File: config.mk
export PLATFORM = sky130hd
export DESIGN_NAME = ptw_walker
export DESIGN_NICKNAME = d
export VERILOG_FILES = /design/src/rtl/ptw_pkg.sv /design/src/rtl/ptw_addr_gen.sv /design/src/rtl/ptw_entry_check.sv /design/src/rtl/ptw_walker.sv
export SDC_FILE = /design/constraint.sdc
export NUM_CORES = 1
export LEC_CHECK = 0
export BUFFER_PORTS_ARGS = -buffer_cell sky130_fd_sc_hd__buf_4
export CAP_MARGIN = 15
export CELL_PAD_IN_SITES_DETAIL_PLACEMENT = 1
export CELL_PAD_IN_SITES_GLOBAL_PLACEMENT = 1
export CORE_UTILIZATION = 35
export DETAILED_ROUTE_END_ITERATION = 7
export GPL_ROUTABILITY_DRIVEN = 0
export PLACE_DENSITY_LB_ADDON = 0.1
export SETUP_SLACK_MARGIN = 0.15
export SYNTH_ARGS = -nofsm -noshare
export SYNTH_HDL_FRONTEND = slang
export SYNTH_SLANG_ARGS = --single-unit
File: constraint.sdc
create_clock -name clk -period 2.8 [get_ports clk]
set_input_delay 0.56 -clock clk [delete_from_list [all_inputs] [get_ports clk]]
set_output_delay 0.56 -clock clk [all_outputs]
set_load 0.05 [all_outputs]
File: src/rtl/ptw_pkg.sv
// Shared types for the page table walker.
// Assumes: status encodings are fixed by the requester's decoder.
package ptw_pkg;
    typedef enum logic [1:0] {
        WALK_RETRY = 2'd0,
        WALK_SEGV  = 2'd1,
        WALK_PROT  = 2'd2
    } walk_status_e;

    typedef enum logic [2:0] {
        S_IDLE,
        S_ISSUE,
        S_WAIT,
        S_CHECK,
        S_INSERT,
        S_DONE
    } walk_state_e;
endpackage

File: src/rtl/ptw_addr_gen.sv
// Forms a page-table entry address from base and page number.
// Assumes: ENTRY_BYTES > 0; a power of two becomes a shift, anything else a multiply.
module ptw_addr_gen #(
    parameter int PA_W        = 32,
    parameter int VPN_W       = 20,
    parameter int ENTRY_BYTES = 4
) (
    input  logic [PA_W-1:0]  base,
    input  logic [VPN_W-1:0] vpn,
    output logic [PA_W-1:0]  addr
);
    localparam int SHIFT = $clog2(ENTRY_BYTES);
    localparam bit IS_POW2 = ((1 << SHIFT) == ENTRY_BYTES);

    generate
        if (IS_POW2) begin : g_shift
            // Scale the page number with a shift.
            always_comb addr = base + (PA_W'(vpn) << SHIFT);
        end else begin : g_mul
            // Scale the page number with a multiply.
            always_comb addr = base + PA_W'(vpn) * PA_W'(ENTRY_BYTES);
        end
    endgenerate
endmodule

File: src/rtl/ptw_entry_check.sv
// Splits a fetched entry into its fields and judges the access against it.
// Assumes: valid at top bit, 3 permission bits below it, frame number in low bits.
module ptw_entry_check #(
    parameter int DATA_W = 32,
    parameter int PFN_W  = 20
) (
    input  logic [DATA_W-1:0] pte,
    input  logic [2:0]        need,
    output logic              pte_valid,
    output logic [2:0]        pte_perm,
    output logic [PFN_W-1:0]  pte_pfn,
    output logic              perm_ok
);
    localparam int VBIT = DATA_W - 1;
    localparam int PHI  = DATA_W - 2;
    localparam int PLO  = DATA_W - 4;

    // Field extraction and subset test of the needed rights.
    always_comb begin
        pte_valid = pte[VBIT];
        pte_perm  = pte[PHI:PLO];
        pte_pfn   = pte[PFN_W-1:0];
        perm_ok   = ((need & ~pte_perm) == 3'b000);
    end
endmodule

File: src/rtl/ptw_walker.sv
// Single-level hardware page table walker: one read per miss, then
// insert+retry, segmentation fault or protection fault.
// Assumes: one walk at a time; memory returns exactly one response per request.
module ptw_walker #(
    parameter int PA_W        = 32,
    parameter int VPN_W       = 20,
    parameter int PFN_W       = 20,
    parameter int DATA_W      = 32,
    parameter int ENTRY_BYTES = 4
) (
    input  logic              clk,
    input  logic              rst_n,
    input  logic [PA_W-1:0]   pt_base,
    input  logic              miss_valid,
    output logic              miss_ready,
    input  logic [VPN_W-1:0]  miss_vpn,
    input  logic [2:0]        miss_perm,
    output logic              rd_req_valid,
    input  logic              rd_req_ready,
    output logic [PA_W-1:0]   rd_req_addr,
    input  logic              rd_rsp_valid,
    input  logic [DATA_W-1:0] rd_rsp_data,
    output logic              ins_valid,
    output logic [VPN_W-1:0]  ins_vpn,
    output logic [PFN_W-1:0]  ins_pfn,
    output logic [2:0]        ins_perm,
    output logic              walk_done,
    output logic [1:0]        walk_status
);
    import ptw_pkg::*;

    walk_state_e       st_q, st_d;
    logic [VPN_W-1:0]  vpn_q;
    logic [2:0]        need_q;
    logic [PA_W-1:0]   addr_q;
    logic [DATA_W-1:0] pte_q;
    walk_status_e      status_q;

    logic [PA_W-1:0]   addr_calc;
    logic              e_valid;
    logic [2:0]        e_perm;
    logic [PFN_W-1:0]  e_pfn;
    logic              e_ok;

    ptw_addr_gen #(.PA_W(PA_W), .VPN_W(VPN_W), .ENTRY_BYTES(ENTRY_BYTES)) u_addr (
        .base (pt_base),
        .vpn  (miss_vpn),
        .addr (addr_calc)
    );

    ptw_entry_check #(.DATA_W(DATA_W), .PFN_W(PFN_W)) u_chk (
        .pte       (pte_q),
        .need      (need_q),
        .pte_valid (e_valid),
        .pte_perm  (e_perm),
        .pte_pfn   (e_pfn),
        .perm_ok   (e_ok)
    );

    // Next-state selection of the walk sequence.
    always_comb begin
        st_d = st_q;
        unique case (st_q)
            S_IDLE:   if (miss_valid) st_d = S_ISSUE;
            S_ISSUE:  if (rd_req_ready) st_d = S_WAIT;
            S_WAIT:   if (rd_rsp_valid) st_d = S_CHECK;
            S_CHECK:  st_d = (e_valid && e_ok) ? S_INSERT : S_DONE;
            S_INSERT: st_d = S_DONE;
            S_DONE:   st_d = S_IDLE;
            default:  st_d = S_IDLE;
        endcase
    end

    // State register.
    always_ff @(posedge clk) begin
        if (!rst_n) st_q <= S_IDLE;
        else        st_q <= st_d;
    end

    // Capture of the miss and its entry address on acceptance.
    always_ff @(posedge clk) begin
        if (!rst_n) begin
            vpn_q  <= '0;
            need_q <= '0;
            addr_q <= '0;
        end else if (st_q == S_IDLE && miss_valid) begin
            vpn_q  <= miss_vpn;
            need_q <= miss_perm;
            addr_q <= addr_calc;
        end
    end

    // Capture of the fetched entry.
    always_ff @(posedge clk) begin
        if (!rst_n)                               pte_q <= '0;
        else if (st_q == S_WAIT && rd_rsp_valid)  pte_q <= rd_rsp_data;
    end

    // Verdict: valid bit first, then permissions.
    always_ff @(posedge clk) begin
        if (!rst_n) status_q <= WALK_RETRY;
        else if (st_q == S_CHECK) begin
            if (!e_valid)   status_q <= WALK_SEGV;
            else if (!e_ok) status_q <= WALK_PROT;
            else            status_q <= WALK_RETRY;
        end
    end

    // Output decode from state.
    always_comb begin
        miss_ready   = (st_q == S_IDLE);
        rd_req_valid = (st_q == S_ISSUE);
        rd_req_addr  = addr_q;
        ins_valid    = (st_q == S_INSERT);
        ins_vpn      = vpn_q;
        ins_pfn      = e_pfn;
        ins_perm     = e_perm;
        walk_done    = (st_q == S_DONE);
        walk_status  = status_q;
    end
endmodule

# Word-level counts from Yosys, hierarchy flattened
# Index checks and enable logic that the tools add are counted.
[totals] wordCells=30 reg_bits=92 out_inout_bits=81 in_bits=92
[op_classes] n_mux=7 bitwise_logic=2 n_addsub=1 reduce_logical=6 eq_ne=8
[ops] op="32-bit by 22-bit adder with 32-bit output" count=1
[ops] op="3-bit one-hot mux with 5 select lines" count=1
[ops] op="3-bit two-way mux" count=3
[ops] op="3-bit by 2-bit equality test with 1-bit output, second input constant" count=2
[ops] op="3-bit equality test, second input constant" count=2
[ops] op="3-bit zero test" count=2
[ops] op="2-bit two-way mux" count=2
[ops] op="2-bit inequality test, second input constant" count=2
[ops] op="3-bit bitwise AND" count=1
[ops] op="3-bit by 1-bit equality test with 1-bit output, second input constant" count=1
[ops] op="1-bit logical AND" count=3
[ops] op="3-bit inverter" count=1
[ops] op="3-bit AND reduction" count=1
[ops] op="2-bit by 1-bit inequality test with 1-bit output, second input constant" count=1
[ops] op="1-bit two-way mux" count=1

# Longest topological paths before layout
[depth] ltp_word=6 mapped_depth=10

# Cells and area by module
# A second synthesis with hierarchy kept.
[hier_totals] hier_cells=669 area_unflattened_um2=5091.1
[by_module_without_submodules] module="ptw_walker" cells_per_inst=417 instances=1 area_each_um2=3402.0
[by_module_without_submodules] module="ptw_addr_gen" cells_per_inst=224 instances=1 area_each_um2=1487.7
[by_module_without_submodules] module="ptw_entry_check" cells_per_inst=28 instances=1 area_each_um2=201.4

# Least setup slack after synthesis
# No wires, ideal clock.
[synth_path] kind="reg2reg" start="reg st_q[2]" end="reg addr_q[3], in the netlist rd_req_addr[3]" path_buffers=4 stages_incl_launch_ff=9 path_slack_ns=0.076 period_less_slack_ns=2.724 arrival_time_ns=2.608 setup_ns=0.116 required_time_ns=2.684 path_cell_list="dfxtp_1 > clkbuf_1 > nor3_1 > and2_1 > clkbuf_1 > buf_2 > buf_2 > nand2_1 > o211a_1"
[synth_between] elab_chain_cells=2
[synth_rtl] item="start, declared" line="ptw_walker.sv:32" text="walk_state_e st_q, st_d;"
[synth_rtl] item="start signal, assigned" line="ptw_walker.sv:77" text="else st_q <= st_d;"
[synth_rtl] item="3-bit zero test"
[synth_rtl] item="via miss_ready" line="ptw_walker.sv:15" text="output logic miss_ready,"
[synth_rtl] item="1-bit logical AND" line="ptw_walker.sv:86" text="end else if (st_q == S_IDLE && miss_valid) begin"
[synth_rtl] item="end signal, assigned" line="ptw_walker.sv:89" text="addr_q <= addr_calc;"
[synth_rtl] item="end, declared" line="ptw_walker.sv:35" text="logic [PA_W-1:0] addr_q;"
# The timed path passes the listed nets, and every way through them passes these cells.
# A chain may end at the register's enable or synchronous reset.

# Worst setup path after layout
[layout_path] start="in miss_vpn[0]" end="reg addr_q[30], in the netlist rd_req_addr[30]"
[layout_between] elab_chain_cells=1
[layout_rtl] item="start, declared" line="ptw_walker.sv:16" text="input logic [VPN_W-1:0] miss_vpn,"
[layout_rtl] item="32-bit by 22-bit adder with 32-bit output" line="ptw_addr_gen.sv:18" text="always_comb addr = base + (PA_W'(vpn) << SHIFT);"
# Every way passes these cells.

==> flow_metrics.py <==
metrics = {
    "floorplan": {
        "start_util": 0.3591,
        "pin_count": 173,
        "die_w_um": 115.8,
        "core_um2": 12620,
        "rows": 41,
        "die_h_um": 115.8,
        "dieArea_um2": 13410,
    },
    "synthesis": {
        "syn_area_per_cell_um2": 8.122,
        "synth-main-ff-cell": "dfxtp_1",
        "syn_inst": 558,
        "synth_cell_types": 62,
        "syn_area_um2": 4532,
        "netlist_top_cells_area": "dfxtp_1, nand2_1, a21boi_0",
        "async_flop_share": 0,
        "syn_nets": 671,
        "ys.warnings.count": 0,
        "synth_edf_count": 0,
        "synth_seq_area_share": 0.3711,
        "yosys.area.top_type": "dfxtp_1",
        "synth_top_area_share": 0.3711,
        "ys_seq_elements": 84,
    },
    "status": {
        "status": "finished, final reports clean",
    },
    "route": {
        "viasPerCell": 5.049,
        "wire_per_inst_um": 15.59,
        "ant_nets": 0,
        "routed_wl_um": 13940,
        "drtIter0Drc": 195,
        "vias": 4514,
        "drt-pass1-iter-count": 4,
        "drc_errors": 0,
    },
    "clocking": {
        "root_buffer": "clkbuf_16",
        "clock-sinks": 84,
        "post-cts-setup-buffers": 0,
        "cts_hold_buffers": 0,
        "cts.htree.levels": 3,
        "clk_pin_slew_ps": 60,
        "cts.path.max_buffers": 2,
        "clock_latency_ps": 340,
        "cts_tree": "yes",
        "cts_buffers": 9,
    },
    "placement": {
        "postPlaceCellArea_um2": 5992,
        "pre_cts_ws_ps": -13.86,
        "port_buffers": 164,
        "dp.final_hpwl_um": 10500,
    },
    "timing": {
        "rsz0062_at_grt": "no",
        "finClkSkew_ps": 4.464,
        "tns_ps": 0,
        "setup_ws_ps": 317.1,
        "fmax_mhz": 402.8,
        "fin_crit_sh": 0.8867,
        "slew_viol_final": 0,
        "tightest_slew_ps": 460.1,
        "hold_violations": 0,
        "setup_viol": 0,
        "finalCriticalPeriod_ps": 2483,
        "slew_headroom": 0.6921,
    },
    "finish": {
        "num_antenna_cells": 0,
        "layout_common_cells": "buf_4, nand2_1, dfxtp_1",
        "layout.nets": 830,
        "drive_above_1_share": 0.3019,
        "syn_to_final_growth_pct": 40.25,
        "final_util": 0.5037,
        "finalInstanceArea_um2": 6356,
        "final_common_cell": "buf_4",
    },
    "run": {
        "cap_viol_max_count": 0,
    },
    "power": {
        "power_uw": 3877,
        "p_leak_uw": 0.002742,
        "powerDensity_nw_per_um2": 610.0,
        "ir_drop_mv": 0.2509,
    },
    "setup_path": {
        "cp-endpoint": "rd_req_addr[30]",
        "cp_max_fo": 6,
        "reg2reg_to": "rd_req_addr[14]",
        "crit_required_ps": 3060,
        "worstPathArrival_ps": 2740,
        "critical_path_class": "in -> reg",
        "setup.worst_path.start": "miss_vpn[0]",
        "setup.worst_path.end_class": "flop",
        "reg2reg_depth": 6,
        "r2r_slack_ps": 960,
        "start_kind": "primary input",
        "rr_startpoint": "st_q[1]",
    },
    "grt": {
        "grt_pass1_wl_um": 22270,
        "overflow": 0,
        "grt_max_degree": 50,
        "antenna_found_initial": 0,
        "grt_usage": 0.2124,
        "first_global_vias": 4591,
    },
    "hold_path": {
        "hold_class": "reg -> reg",
    },
}
-- power by group --
group | internal (uW) | total [uW] | switching [uW] | leakage (uW)
combinational | 411 | 1120 | 706 | 0.00188
clock | 924 | 1430 | 502 | 0.000176
sequential | 1280 | 1330 | 51.2 | 0.000686
-- logic make-up (layout without fill, tap and decap cells) --
| family | count (synthesis) | count (layout) | share of synthesized area |
|---|---|---|---|
| AOI/OAI and AO/OA | 161 | 161 | 0.2526 |
| xor gates and xnor gates | 19 | 19 | 0.03672 |
| adders and majority gates | 21 | 21 | 0.05964 |
| buffers and inverters | 42 | 206 | 0.03921 |
| DFF | 84 | 84 | 0.3711 |
| muxes | 4 | 4 | 0.009111 |
| and+or+nand+nor | 227 | 227 | 0.2316 |
-- sequential cells by signal, summed over array words and instances (netlist names) --
name / cells
ins_vpn: 20
need_q: 3
pte_q: 24
rd_req_addr: 32
st_q: 3
walk_status: 2
-- per-layer routing --
| metal | routed length [um] | track usage |
|---|---|---|
| met1 | 6354 | 0.2622 |
| met2 | 6829 | 0.3710 |
| met3 | 520 | 0.03086 |
| met4 | 231 | 0.08462 |
| met5 | 0 | 0 |
-- final cells by class --
class                   count  area (um^2)
fillers                  1558         6264
repair buffers            180         1376
inverters                  10        37.54
well taps                 172        215.2
flip-flops and latches     84         1682
multi-input cells         432         2685
clock buffers              11        252.7
clock inverters             5        107.6
-- what timing repair did --
item,4_1_cts,5_1_grt
setup endpoints to repair,0,1
endpoints found under the hold margin,0,0
gates resized for setup,0,1
-- worst max-delay path: stages --
cell     delay (ps)
buf_4            80
ha_1            150
inv_1            50
fa_1            390
nor2b_1         210
o21ba_4         180
o21ai_2          80
a31oi_4         240
a21oi_4         110
or4_1           480
a31oi_1         190
-- synthesized netlist by cell type (5+ instances only) --
| master | count |
|---|---|
| and3_1 | 5 |
| nor2b_1 | 5 |
| nand4_1 | 6 |
| dfxtp_1 | 84 |
| o21ai_0 | 26 |
| xnor2_1 | 9 |
| clkbuf_1 | 21 |
| a21boi_0 | 50 |
| nor3_1 | 7 |
| nand2_1 | 135 |
| o21ai_1 | 6 |
| nand2b_1 | 7 |
| and2_1 | 10 |
| nand3_1 | 10 |
| nor2_1 | 20 |
| buf_2 | 10 |
| a21oi_1 | 28 |
| xor2_1 | 10 |
| ha_1 | 20 |
| inv_1 | 10 |
| a21o_1 | 6 |
-- worst min-delay path by stage --
stage	from	endpoint	slack (ps)	depth (start not counted)
after floorplan	need_q[2]	need_q[2]	440	2
after global placement	rd_req_addr[1]	rd_req_addr[1]	440	2
after detailed placement	rd_req_addr[0]	rd_req_addr[0]	460	2
after CTS	pt_base[1]	rd_req_addr[1]	460	3
after global routing	rd_rsp_data[12]	pte_q[12]	470	3
final	walk_status[1]	walk_status[1]	460	2
-- stage by stage --
step | hold slack (ps) | instances
2_1_floorplan | 443.5 | 558
3_3_place_gp | 441.9 | 878
3_5_place_dp | 456.0 | 878
4_1_cts | 461.6 | 894
5_1_grt | 471.4 | 894
6_report | 459.8 | 894
Power figures use the tool's default switching activity.
